### config.mk
export PLATFORM = sky130hd
export DESIGN_NAME = bit_probe_port
export DESIGN_NICKNAME = d
export VERILOG_FILES = /design/src/rtl/bit_probe_pkg.sv /design/src/rtl/bp_region_dec.sv /design/src/rtl/bp_strobe_dec.sv /design/src/rtl/bp_bit_sel.sv /design/src/rtl/bit_probe_port.sv
export SDC_FILE = /design/constraint.sdc
export NUM_CORES = 1
export LEC_CHECK = 0
export ABC_AREA = 1
export CELL_PAD_IN_SITES_DETAIL_PLACEMENT = 1
export CELL_PAD_IN_SITES_GLOBAL_PLACEMENT = 1
export CORE_AREA = 2 2 39 41
export DETAILED_ROUTE_END_ITERATION = 8
export DIE_AREA = 0 0 41 43
export DONT_BUFFER_PORTS = 1
export MAX_ROUTING_LAYER = met4
export PLACE_DENSITY_LB_ADDON = 0.1
export SYNTH_ARGS = -nofsm -noshare
export SYNTH_HDL_FRONTEND = slang
export SYNTH_SLANG_ARGS = --single-unit
### constraint.sdc
create_clock -name vclk -period 2.4
set_input_delay 0.48 -clock vclk [all_inputs]
set_output_delay 0.48 -clock vclk [all_outputs]
set_load 0.005 [all_outputs]
### src/rtl/bit_probe_pkg.sv
package bit_probe_pkg;

  localparam int unsigned BUS_ADDR_W = 16;
  localparam int unsigned BUS_DATA_W = 8;

  typedef logic [BUS_ADDR_W-1:0] bus_addr_t;
  typedef logic [BUS_DATA_W-1:0] bus_data_t;

  // Mask with bits [lsb +: width] set, used to mark consumed address bits.
  function automatic bus_addr_t field_mask(input int unsigned lsb, input int unsigned width);
    bus_addr_t m;
    m = '0;
    for (int unsigned i = 0; i < BUS_ADDR_W; i++) begin
      if (i >= lsb && i < lsb + width) m[i] = 1'b1;
    end
    return m;
  endfunction

endpackage

### src/rtl/bp_region_dec.sv
module bp_region_dec
  import bit_probe_pkg::*;
#(
  parameter int unsigned REGION_LSB = 12,
  parameter int unsigned REGION_W   = BUS_ADDR_W - REGION_LSB,
  parameter logic [REGION_W-1:0] REGION_TAG = 4'h2,
  parameter bit          GATE_PHI2  = 1'b1
) (
  input  bus_addr_t addr,
  input  logic      rw,
  input  logic      phi2,
  output logic      region_rd
);

  logic tag_hit;
  logic phase_ok;

  assign tag_hit = (addr[REGION_LSB +: REGION_W] == REGION_TAG);

  generate
    if (GATE_PHI2) begin : g_phase_gate
      assign phase_ok = phi2;
    end else begin : g_phase_open
      logic unused_phi2;
      assign unused_phi2 = phi2;
      assign phase_ok    = 1'b1;
    end
  endgenerate

  assign region_rd = tag_hit && rw && phase_ok;

endmodule

### src/rtl/bp_strobe_dec.sv
module bp_strobe_dec #(
  parameter int unsigned SLOT_W = 3,
  localparam int unsigned N_SLOT = 1 << SLOT_W
) (
  input  logic              enable,
  input  logic [SLOT_W-1:0] slot,
  output logic [N_SLOT-1:0] strobe
);

  genvar g;
  generate
    for (g = 0; g < N_SLOT; g++) begin : g_slot
      assign strobe[g] = enable && (slot == SLOT_W'(g));
    end
  endgenerate

endmodule

### src/rtl/bp_bit_sel.sv
module bp_bit_sel #(
  parameter int unsigned BIT_W = 3,
  localparam int unsigned N_BIT = 1 << BIT_W
) (
  input  logic [N_BIT-1:0] lines,
  input  logic [BIT_W-1:0] pick,
  output logic             bit_out
);

  logic [N_BIT-1:0] gated;

  genvar g;
  generate
    for (g = 0; g < N_BIT; g++) begin : g_leg
      assign gated[g] = lines[g] && (pick == BIT_W'(g));
    end
  endgenerate

  assign bit_out = |gated;

endmodule

### src/rtl/bit_probe_port.sv
module bit_probe_port
  import bit_probe_pkg::*;
#(
  parameter int unsigned REGION_LSB = 12,
  parameter logic [3:0]  REGION_TAG = 4'h2,
  parameter int unsigned SLOT_LSB   = 9,
  parameter int unsigned SLOT_W     = 3,
  parameter int unsigned BIT_W      = 3,
  parameter int unsigned PORT_SLOT  = 0,
  parameter int unsigned OUT_BIT    = BUS_DATA_W - 1,
  parameter bit          GATE_PHI2  = 1'b1,
  localparam int unsigned N_SLOT    = 1 << SLOT_W,
  localparam int unsigned N_BIT     = 1 << BIT_W
) (
  input  logic [15:0]       addr,
  input  logic              rw,
  input  logic              phi2,
  input  logic [N_BIT-1:0]  probe_in,
  output logic [N_SLOT-1:0] rd_strobe,
  output logic [7:0]        data_out,
  output logic              data_oe
);

  localparam int unsigned REGION_W = BUS_ADDR_W - REGION_LSB;
  localparam bus_addr_t   USED_MASK = field_mask(REGION_LSB, REGION_W)
                                    | field_mask(SLOT_LSB, SLOT_W)
                                    | field_mask(0, BIT_W);

  logic region_rd;
  logic picked;
  logic unused_addr_bits;

  assign unused_addr_bits = ^(addr & ~USED_MASK);

  bp_region_dec #(
    .REGION_LSB (REGION_LSB),
    .REGION_W   (REGION_W),
    .REGION_TAG (REGION_W'(REGION_TAG)),
    .GATE_PHI2  (GATE_PHI2)
  ) u_region (
    .addr      (addr),
    .rw        (rw),
    .phi2      (phi2),
    .region_rd (region_rd)
  );

  bp_strobe_dec #(
    .SLOT_W (SLOT_W)
  ) u_strobe (
    .enable (region_rd),
    .slot   (addr[SLOT_LSB +: SLOT_W]),
    .strobe (rd_strobe)
  );

  bp_bit_sel #(
    .BIT_W (BIT_W)
  ) u_sel (
    .lines   (probe_in),
    .pick    (addr[BIT_W-1:0]),
    .bit_out (picked)
  );

  assign data_oe = rd_strobe[PORT_SLOT];

  always_comb begin
    data_out          = '0;
    data_out[OUT_BIT] = picked && data_oe;
  end

endmodule

Word level (Yosys, flattened, before mapping)
Cells that the tools add are included.

storage, ports and cells
  register bits = 0
  output and inout bits = 17
  input port bits = 26
  logic and storage cells = 37

operators by class
  equality and inequality tests = 15
  reduce and logical (&&, ||, !) cells = 22

operators with widths
  operator                                                          count
  3-bit == test (second input constant)                             8
  1-bit logical AND                                                 19
  3-bit by 2-bit == test with 1-bit output (second input constant)  4
  8-bit OR reduction                                                1
  3-bit by 1-bit == test with 1-bit output (second input constant)  2
  3-bit zero test                                                   2
  4-bit by 2-bit == test with 1-bit output (second input constant)  1

Longest topological paths before layout
Gate-level depths: netlist (run 1).

  depth after elaboration = 5
  gate-level depth with buffers = 6
  mapped depth without buffers = 6

By module
A second synthesis (run 1) with hierarchy kept.

unflattened totals
  cells, all modules = 56
  area, all modules = 257.7 um^2

modules (own cells, without submodules)
  module          area an instance (um^2)  instances  seq. area each (um^2)  cells an instance
  bp_bit_sel      93.8                     1          0.0                    21
  bit_probe_port  71.3                     1          0.0                    11
  bp_strobe_dec   63.8                     1          0.0                    17
  bp_region_dec   28.8                     1          0.0                    7

Least setup slack after synthesis (run 1)
No wires, ideal clock.

  kind = input -> output
  start point = input port addr[14]
  end point = output port data_out[7]
  path buffers = 0
  required time = 1.920 ns
  setup slack = 0.881 ns
  cell stages on the path = 5
  arrival time = 1.039 ns
  path through = nor2_2 nand4_4 nor2_4 nand2_1 nor2_1

on the way
  longest elaborated chain between the ends = 5

ends and longest elaborated chain
  element                                   line                  text
  from (decl)                               bit_probe_port.sv:15  input logic [15:0] addr,
  4-bit by 2-bit == test with 1-bit output  bp_region_dec.sv:18   assign tag_hit = (addr[REGION_LSB +: REGION_W] == REGION_TAG);
  1-bit logical AND (2 in series)           bp_region_dec.sv:30   assign region_rd = tag_hit && rw && phase_ok;
  1-bit logical AND                         bp_strobe_dec.sv:13   assign strobe[g] = enable && (slot == SLOT_W'(g));
  net data_oe                               bit_probe_port.sv:21  output logic data_oe
  1-bit logical AND                         bit_probe_port.sv:67  data_out[OUT_BIT] = picked && data_oe;
  to (decl)                                 bit_probe_port.sv:20  output logic [7:0] data_out,

The timed path passes the listed nets, and every way through them passes these cells.

Worst setup path after layout (run 1)
Ends and elaborated chain as after synthesis.

==> results of run 1 <==
## power by group
| group | total (mW) | internal [mW] | switching (mW) | leakage (nW) |
|---|---|---|---|---|
| combinational | 0.0239 | 0.00839 | 0.0155 | 0.120 |
| clock | 0 | 0 | 0 | 0 |
| sequential | 0 | 0 | 0 | 0 |
## cells in the final DEF (no fill, tap or decap)
cell	n
inv_1	6
nand4_4	1
or2_4	1
o21bai_1	1
nor2_4	1
conb_1	7
nor2_1	9
or2_0	1
inv_2	1
nand3_1	3
nor3_1	5
nor2_2	2
nand2_1	7
nor4_1	1
o21ai_0	1
## path summary, 6_finish.rpt
path | from | to | slack, ns | cells past startpoint
hold / removal | addr[10] | rd_strobe[5] | 1.0 | 1
setup / recovery | addr[14] | data_out[7] | 0.78 | 5
## cells by family (layout without fill, tap and decap cells)
| family | count (synthesis) | in the layout | synth area share |
|---|---|---|---|
| AOI/OAI and AO/OA | 2 | 2 | 0.0465 |
| buffers and inverters | 15 | 7 | 0.321 |
| other | 1 | 7 | 0.0139 |
| and+or+nand+nor | 31 | 31 | 0.619 |
## metrics by stage
step                      hold WS [ns]  instances
after floorplan                  0.995         55
after global placement            1.00         63
after detailed placement          1.00         63
after CTS                         1.00         63
after global routing              1.00         63
final                            0.998         63
## cells in the mapped netlist
master and count:
nand4_4 1, nor2_2 2, inv_1 6, inv_2 1, nand3_1 3, nor4_1 1, o21bai_1 1, or2_0 1
or2_4 1, conb_1 1, buf_4 8, nor3_1 5, nand2_1 7, nor2_1 9, o21ai_0 1, nor2_4 1
## area by class of cell
| type | instances | share of cell area |
|---|---|---|
| inverters | 7 | 0.104 |
| multi-input cells | 40 | 0.816 |
| well taps | 16 | 0.0796 |
## routing by layer
metal  share of wire  up-vias
met2            0.53       24
met5               0        -
li1                -      135
met1            0.30      116
met4               0        0
met3            0.16        0
==> flow_summary.toml, run 1 <==
[sta]
finalCriticalPeriod_ns = 1.62
max_clock_freq_mhz = 617
post-route-period-util = 0.675
rsz0062_at_grt = "false"
setup_ws_ns = 0.779
hold_viol = 0
setup_violations = 0
finalSetupTns_ns = 0
slew_viol_final = 0

[global_route]
use_met2 = 0.156
gr-usage-met3 = 0.00524
grt_max_degree = 6
met1_usage = 0.0601
antenna_found_initial = 0
grt_overflow = 0
track_usage = 0.0716
grt_pass1_vias = 264
grt.busiest_layer = "met2"
grt_pass1_wl_um = 945

[cells_and_area]
antennaDiodeCount = 0
multi_input_area_um2 = 205
nets = 75
final_area_um2 = 251
fin_util = 0.182
fill_cells = 191
drive_above_1_share = 0.128
area_growth_pct = -6.51
seq_cell_count = 0
seq_area_um2 = 0
nClkBuffers = 0

[setup_path]
slowest_stage = "nor2_2"
cp-end-kind = "output pin"
path_cells = "nor2_2 > nand4_4 > nor2_4 > nand2_1 > nor2_1"
startpoint_type = "input port"
crit_buf_inv = 0
cp_max_fo = 4
arrival_ns = 1.14
critPathMaxStageDelay_ns = 0.15
critPathTopFamily = "simple AND/OR/NAND/NOR gates"
critPathRequiredTime_ns = 1.92
path_class = "input port to output pin"

[placed_design]
hpwl_um = 651
place_area_um2 = 251
routabilityCongestion = 0.603
place_ws_ns = 0.737
port-buffer-count = 0

[routing]
wl_um = 679
drt-initial-drc-count = 1
drt_pass1_iterations = 2
ant_nets = 0
remaining_drc_errors = 0
vias = 275
viasPerCell = 4.37
wl_per_cell_um = 10.8

[die]
die_h_um = 43
coreArea_um2 = 1380
pin_count = 43
die_x_um = 41
die_area_um2 = 1760
num_rows = 14
start_util = 0.194

[synthesis]
synth_cell_types = 16
syn_avg_cell_area_um2 = 5.49
syn_area_um2 = 269
synth_area_leaders = "buf_4, nor2_1, nand2_1"
synth.largest_area_cell = "buf_4"
ys_warn_count = 0
synth_top_area_share = 0.223
synth_cells = 49
yosysSeqAreaShare = 0

[clock_tree]
post_cts_buffers = 0
cts_resized = 0
cts_hold_buf = 0

[pwr]
powerDensity_nw_per_um2 = 95.1
p_leak_nw = 0.120
p_total_uw = 23.9
ir_drop_mv = 0.0171

[worst_hold_path]
hold_class = "input port to output pin"

[run_status]
status = "finished, final reports clean"

[run]
cap_violations = 0
(Power assumes the default switching activity.)
==> run 2: changes to the inputs <==
==> constraint.sdc (replaced) <==
create_clock -name vclk -period 1.3
set_input_delay 0.26 -clock vclk [all_inputs]
set_output_delay 0.26 -clock vclk [all_outputs]
set_load 0.005 [all_outputs]
==> flow_summary.toml, run 2 (same netlist as run 1, synthesis figures left out) <==
[setup_path]
cp_max_fo = 4
slowest_stage = "nor2_2"
path_cells = "nor2_2 > nand4_4 > nor2_4 > nand2_1 > nor2_1"
path_class = "input port to output pin"
cp-end-kind = "output pin"
critPathMaxStageDelay_ns = 0.16
crit_buf_inv = 0
arrival_ns = 0.88
critPathRequiredTime_ns = 1.04
startpoint_type = "input port"
critPathTopFamily = "simple AND/OR/NAND/NOR gates"

[cells_and_area]
final_cell_mix = "nor2_1, nand2_1, conb_1"
fin_cells = 64
seq_area_um2 = 0
seq_cell_count = 0
drive_above_1_share = 0.146
layout_commonest_cell = "nor2_1"
area_growth_pct = -3.72
fin_util = 0.187
nets = 76
antennaDiodeCount = 0
final_area_um2 = 259
nClkBuffers = 0

[pwr]
ir_drop_mv = 0.0315
p_leak_nw = 0.125
powerDensity_nw_per_um2 = 171
p_total_uw = 44.3

[global_route]
grt_pass1_vias = 269
antenna_found_initial = 0
grt_pass1_wl_um = 910
grt_max_degree = 6
track_usage = 0.0686
grt_overflow = 0

[die]
start_util = 0.194
die_area_um2 = 1760
coreArea_um2 = 1380
die_x_um = 41
num_rows = 14
pin_count = 43
die_h_um = 43

[routing]
remaining_drc_errors = 0
vias = 275
wl_per_cell_um = 10.3
viasPerCell = 4.30
drt_pass1_iterations = 1
wl_um = 657
drt-initial-drc-count = 0
ant_nets = 0

[sta]
finalSetupTns_ns = 0
finalCriticalPeriod_ns = 1.14
slew_viol_final = 0
setup_ws_ns = 0.161
setup_violations = 0
hold_viol = 0
max_clock_freq_mhz = 878
whs_ns = 0.559
rsz0062_at_grt = "false"
post-route-period-util = 0.876

[clock_tree]
cts_resized = 0
cts_hold_buf = 0
post_cts_buffers = 0

[worst_hold_path]
hold_class = "input port to output pin"

[placed_design]
hpwl_um = 635
port-buffer-count = 0
place_area_um2 = 259
routabilityCongestion = 0.600
placed_cells = 64
place_ws_ns = 0.129

[run]
cap_violations = 0

[run_status]
status = "finished, final reports clean"
-- run 2: cell types whose count changed in the layout (fill, tap and decap cells not counted), sizes merged --
cell / delta
buf: +1
-- run 2: power by group --
part / total (mW) / internal, mW / switching [mW]
Combinational: 0.0443 / 0.0156 / 0.0287
Clock: 0 / 0 / 0
Sequential: 0 / 0 / 0
-- run 2: area by class of cell --
| type | count | area [µm²] |
|---|---|---|
| timing repair buffer | 1 | 7.51 |
| tap | 16 | 20.0 |
| multi-input combinational | 40 | 205 |
| fill | 195 | 1120 |
| inverter | 7 | 26.3 |
-- run 2: worst paths after layout --
path	start	end	slack [ns]	cells after the start
setup / recovery	addr[14]	data_out[7]	0.16	5
hold / removal	addr[10]	rd_strobe[5]	0.56	1
-- run 2: per-layer routing --
layer	wire, µm	global-route usage	share of wire
met4	0	0	0
met3	97	0.0105	0.15
met2	355	0.150	0.54
met5	0	-	0
met1	204	0.0538	0.31
==> run 3: changes to the inputs <==
--- a/config.mk
+++ b/config.mk
@@ -5,7 +5,6 @@
 export SDC_FILE = /design/constraint.sdc
 export NUM_CORES = 1
 export LEC_CHECK = 0
-export ABC_AREA = 1
 export CELL_PAD_IN_SITES_DETAIL_PLACEMENT = 1
 export CELL_PAD_IN_SITES_GLOBAL_PLACEMENT = 1
 export CORE_AREA = 2 2 39 41
@@ -14,6 +13,7 @@
 export DONT_BUFFER_PORTS = 1
 export MAX_ROUTING_LAYER = met4
 export PLACE_DENSITY_LB_ADDON = 0.1
+export REMOVE_ABC_BUFFERS = 1
 export SYNTH_ARGS = -nofsm -noshare
 export SYNTH_HDL_FRONTEND = slang
 export SYNTH_SLANG_ARGS = --single-unit
==> flow_summary.toml, run 3 <==
[sta]
whs_ns = 0.648
rsz0062_at_grt = "true"
setup_violations = 7
finalCriticalPeriod_ns = 1.39
max_clock_freq_mhz = 722
setup_ws_ns = -0.0854
slew_viol_final = 0
hold_viol = 0
post-route-period-util = 1.07

[cells_and_area]
fill_cells = 169
drive_above_1_share = 0.333
nClkBuffers = 0
final_cell_mix = "conb_1, nor2_1, nand2b_1, buf_4"
nets = 64
multi_input_area_um2 = 244
layout_commonest_cell = "conb_1"
seq_cell_count = 0
antennaDiodeCount = 0
seq_area_um2 = 0
final_area_um2 = 287
area_growth_pct = 13.9

[synthesis]
synth.largest_area_cell = "buf_4"
yosysSeqAreaShare = 0
synthTopCellsByCount = "nor2_1, buf_4, nand2b_1"
ys_warn_count = 0
synth_cell_types = 15
synth_area_leaders = "buf_4, nor2_1, nor4b_4"
synth_cells = 35
synth_top_area_share = 0.239
syn_avg_cell_area_um2 = 7.19
syn_area_um2 = 251
yosysMostFrequentCell = "nor2_1"

[global_route]
grt_pass1_wl_um = 972
antenna_found_initial = 0
track_usage = 0.0757
met1_usage = 0.0854
grt_pass1_vias = 241
grt.busiest_layer = "met2"
use_met2 = 0.147
grt_overflow = 0
gr-usage-met3 = 0
grt_max_degree = 6

[run]
cap_violations = 0

[placed_design]
routabilityCongestion = 0.560
place_area_um2 = 241
port-buffer-count = 0
hpwl_um = 546

[worst_hold_path]
hold_class = "input port to output pin"
worstHoldStart = "addr[10]"

[routing]
wl_per_cell_um = 11.6
remaining_drc_errors = 0
wl_um = 604
ant_nets = 0
viasPerCell = 4.62
drt-initial-drc-count = 0
drt_pass1_iterations = 1
vias = 240

[setup_path]
critPathRequiredTime_ns = 1.04
cp-end-kind = "output pin"
arrival_ns = 1.13
startpoint_type = "input port"
path_class = "input port to output pin"
cp_max_fo = 5
crit_end = "data_out[7]"
crit_start = "addr[12]"

[die]
die_h_um = 43
num_rows = 14
coreArea_um2 = 1380
die_area_um2 = 1760
start_util = 0.182
die_x_um = 41
pin_count = 43

[pwr]
p_total_uw = 44.9
ir_drop_mv = 0.0410
p_leak_nw = 0.111
powerDensity_nw_per_um2 = 157

[run_status]
violations = "setup timing"
status = "finished with violations"

[clock_tree]
cts_hold_buf = 0
## run 3: cell count changes after synthesis, moves of 2 or more
| cell | previous run | this run |
|---|---|---|
| nand3_1 | 3 | 0 |
| mux2_2 | 0 | 2 |
| mux2i_1 | 0 | 2 |
| inv_1 | 6 | 0 |
| nand2_1 | 7 | 2 |
| nor3_1 | 5 | 0 |
| nand2b_1 | 0 | 3 |
| nor2_2 | 2 | 0 |
## run 3: kinds of logic (layout without fill, tap and decap cells)
kind of cell,after synthesis,after routing,share of synthesized area
AOI/OAI and AO/OA,2,2,0.0597
muxes,4,4,0.169
other,1,7,0.0149
buffers and inverters,8,3,0.239
and+or+nand+nor,20,20,0.517
## run 3: per-layer routing
layer	vias up	routed length [µm]	part of all wire
met2	25	329	0.54
met3	0	93	0.15
met5	-	0	0
met4	0	0	0
met1	107	180	0.30
li1	108	-	-
## run 3: worst min-delay path by stage
stage,end,slack (ns),depth (start not counted)
after floorplan,rd_strobe[6],0.62,2
after global placement,rd_strobe[6],0.63,2
after detailed placement,rd_strobe[4],0.65,2
after CTS,rd_strobe[4],0.65,2
after global routing,rd_strobe[2],0.66,2
final,rd_strobe[2],0.65,2
## run 3: final cells by class
class | instances | area share
multi-input combinational | 33 | 0.852
timing repair buffer | 3 | 0.0786
tap | 16 | 0.0699
## run 3: what timing repair did
action / CTS / global route
buffers inserted: 0 / 2
endpoints found under the setup margin: 5 / 9
pin swaps: 6 / 4
gates resized for setup: 3 / 3
## run 3: critical path, cell delays in order
cell and delay (ns):
nor4b_4 0.27, buf_4 0.16, nand4b_4 0.13, nor4_4 0.29
## run 3: power by group
| part | internal [mW] | total (mW) | switching (mW) |
|---|---|---|---|
| clock | 0 | 0 | 0 |
| combinational | 0.0232 | 0.0449 | 0.0217 |
| sequential | 0 | 0 | 0 |
| total | 0.0232 | 0.0449 | 0.0217 |
## run 3: stage by stage
stage                     setup TNS, ns  std cells  setup WS, ns  utilization
after floorplan               -0.000958         33     -0.000958            -
after global placement           -0.132         50        -0.102        0.175
after detailed placement         -0.341         50        -0.114        0.175
after CTS                        -0.428         50        -0.103        0.189
after global routing              -1.20         52        -0.166        0.207
final                            -0.306         52       -0.0854        0.207
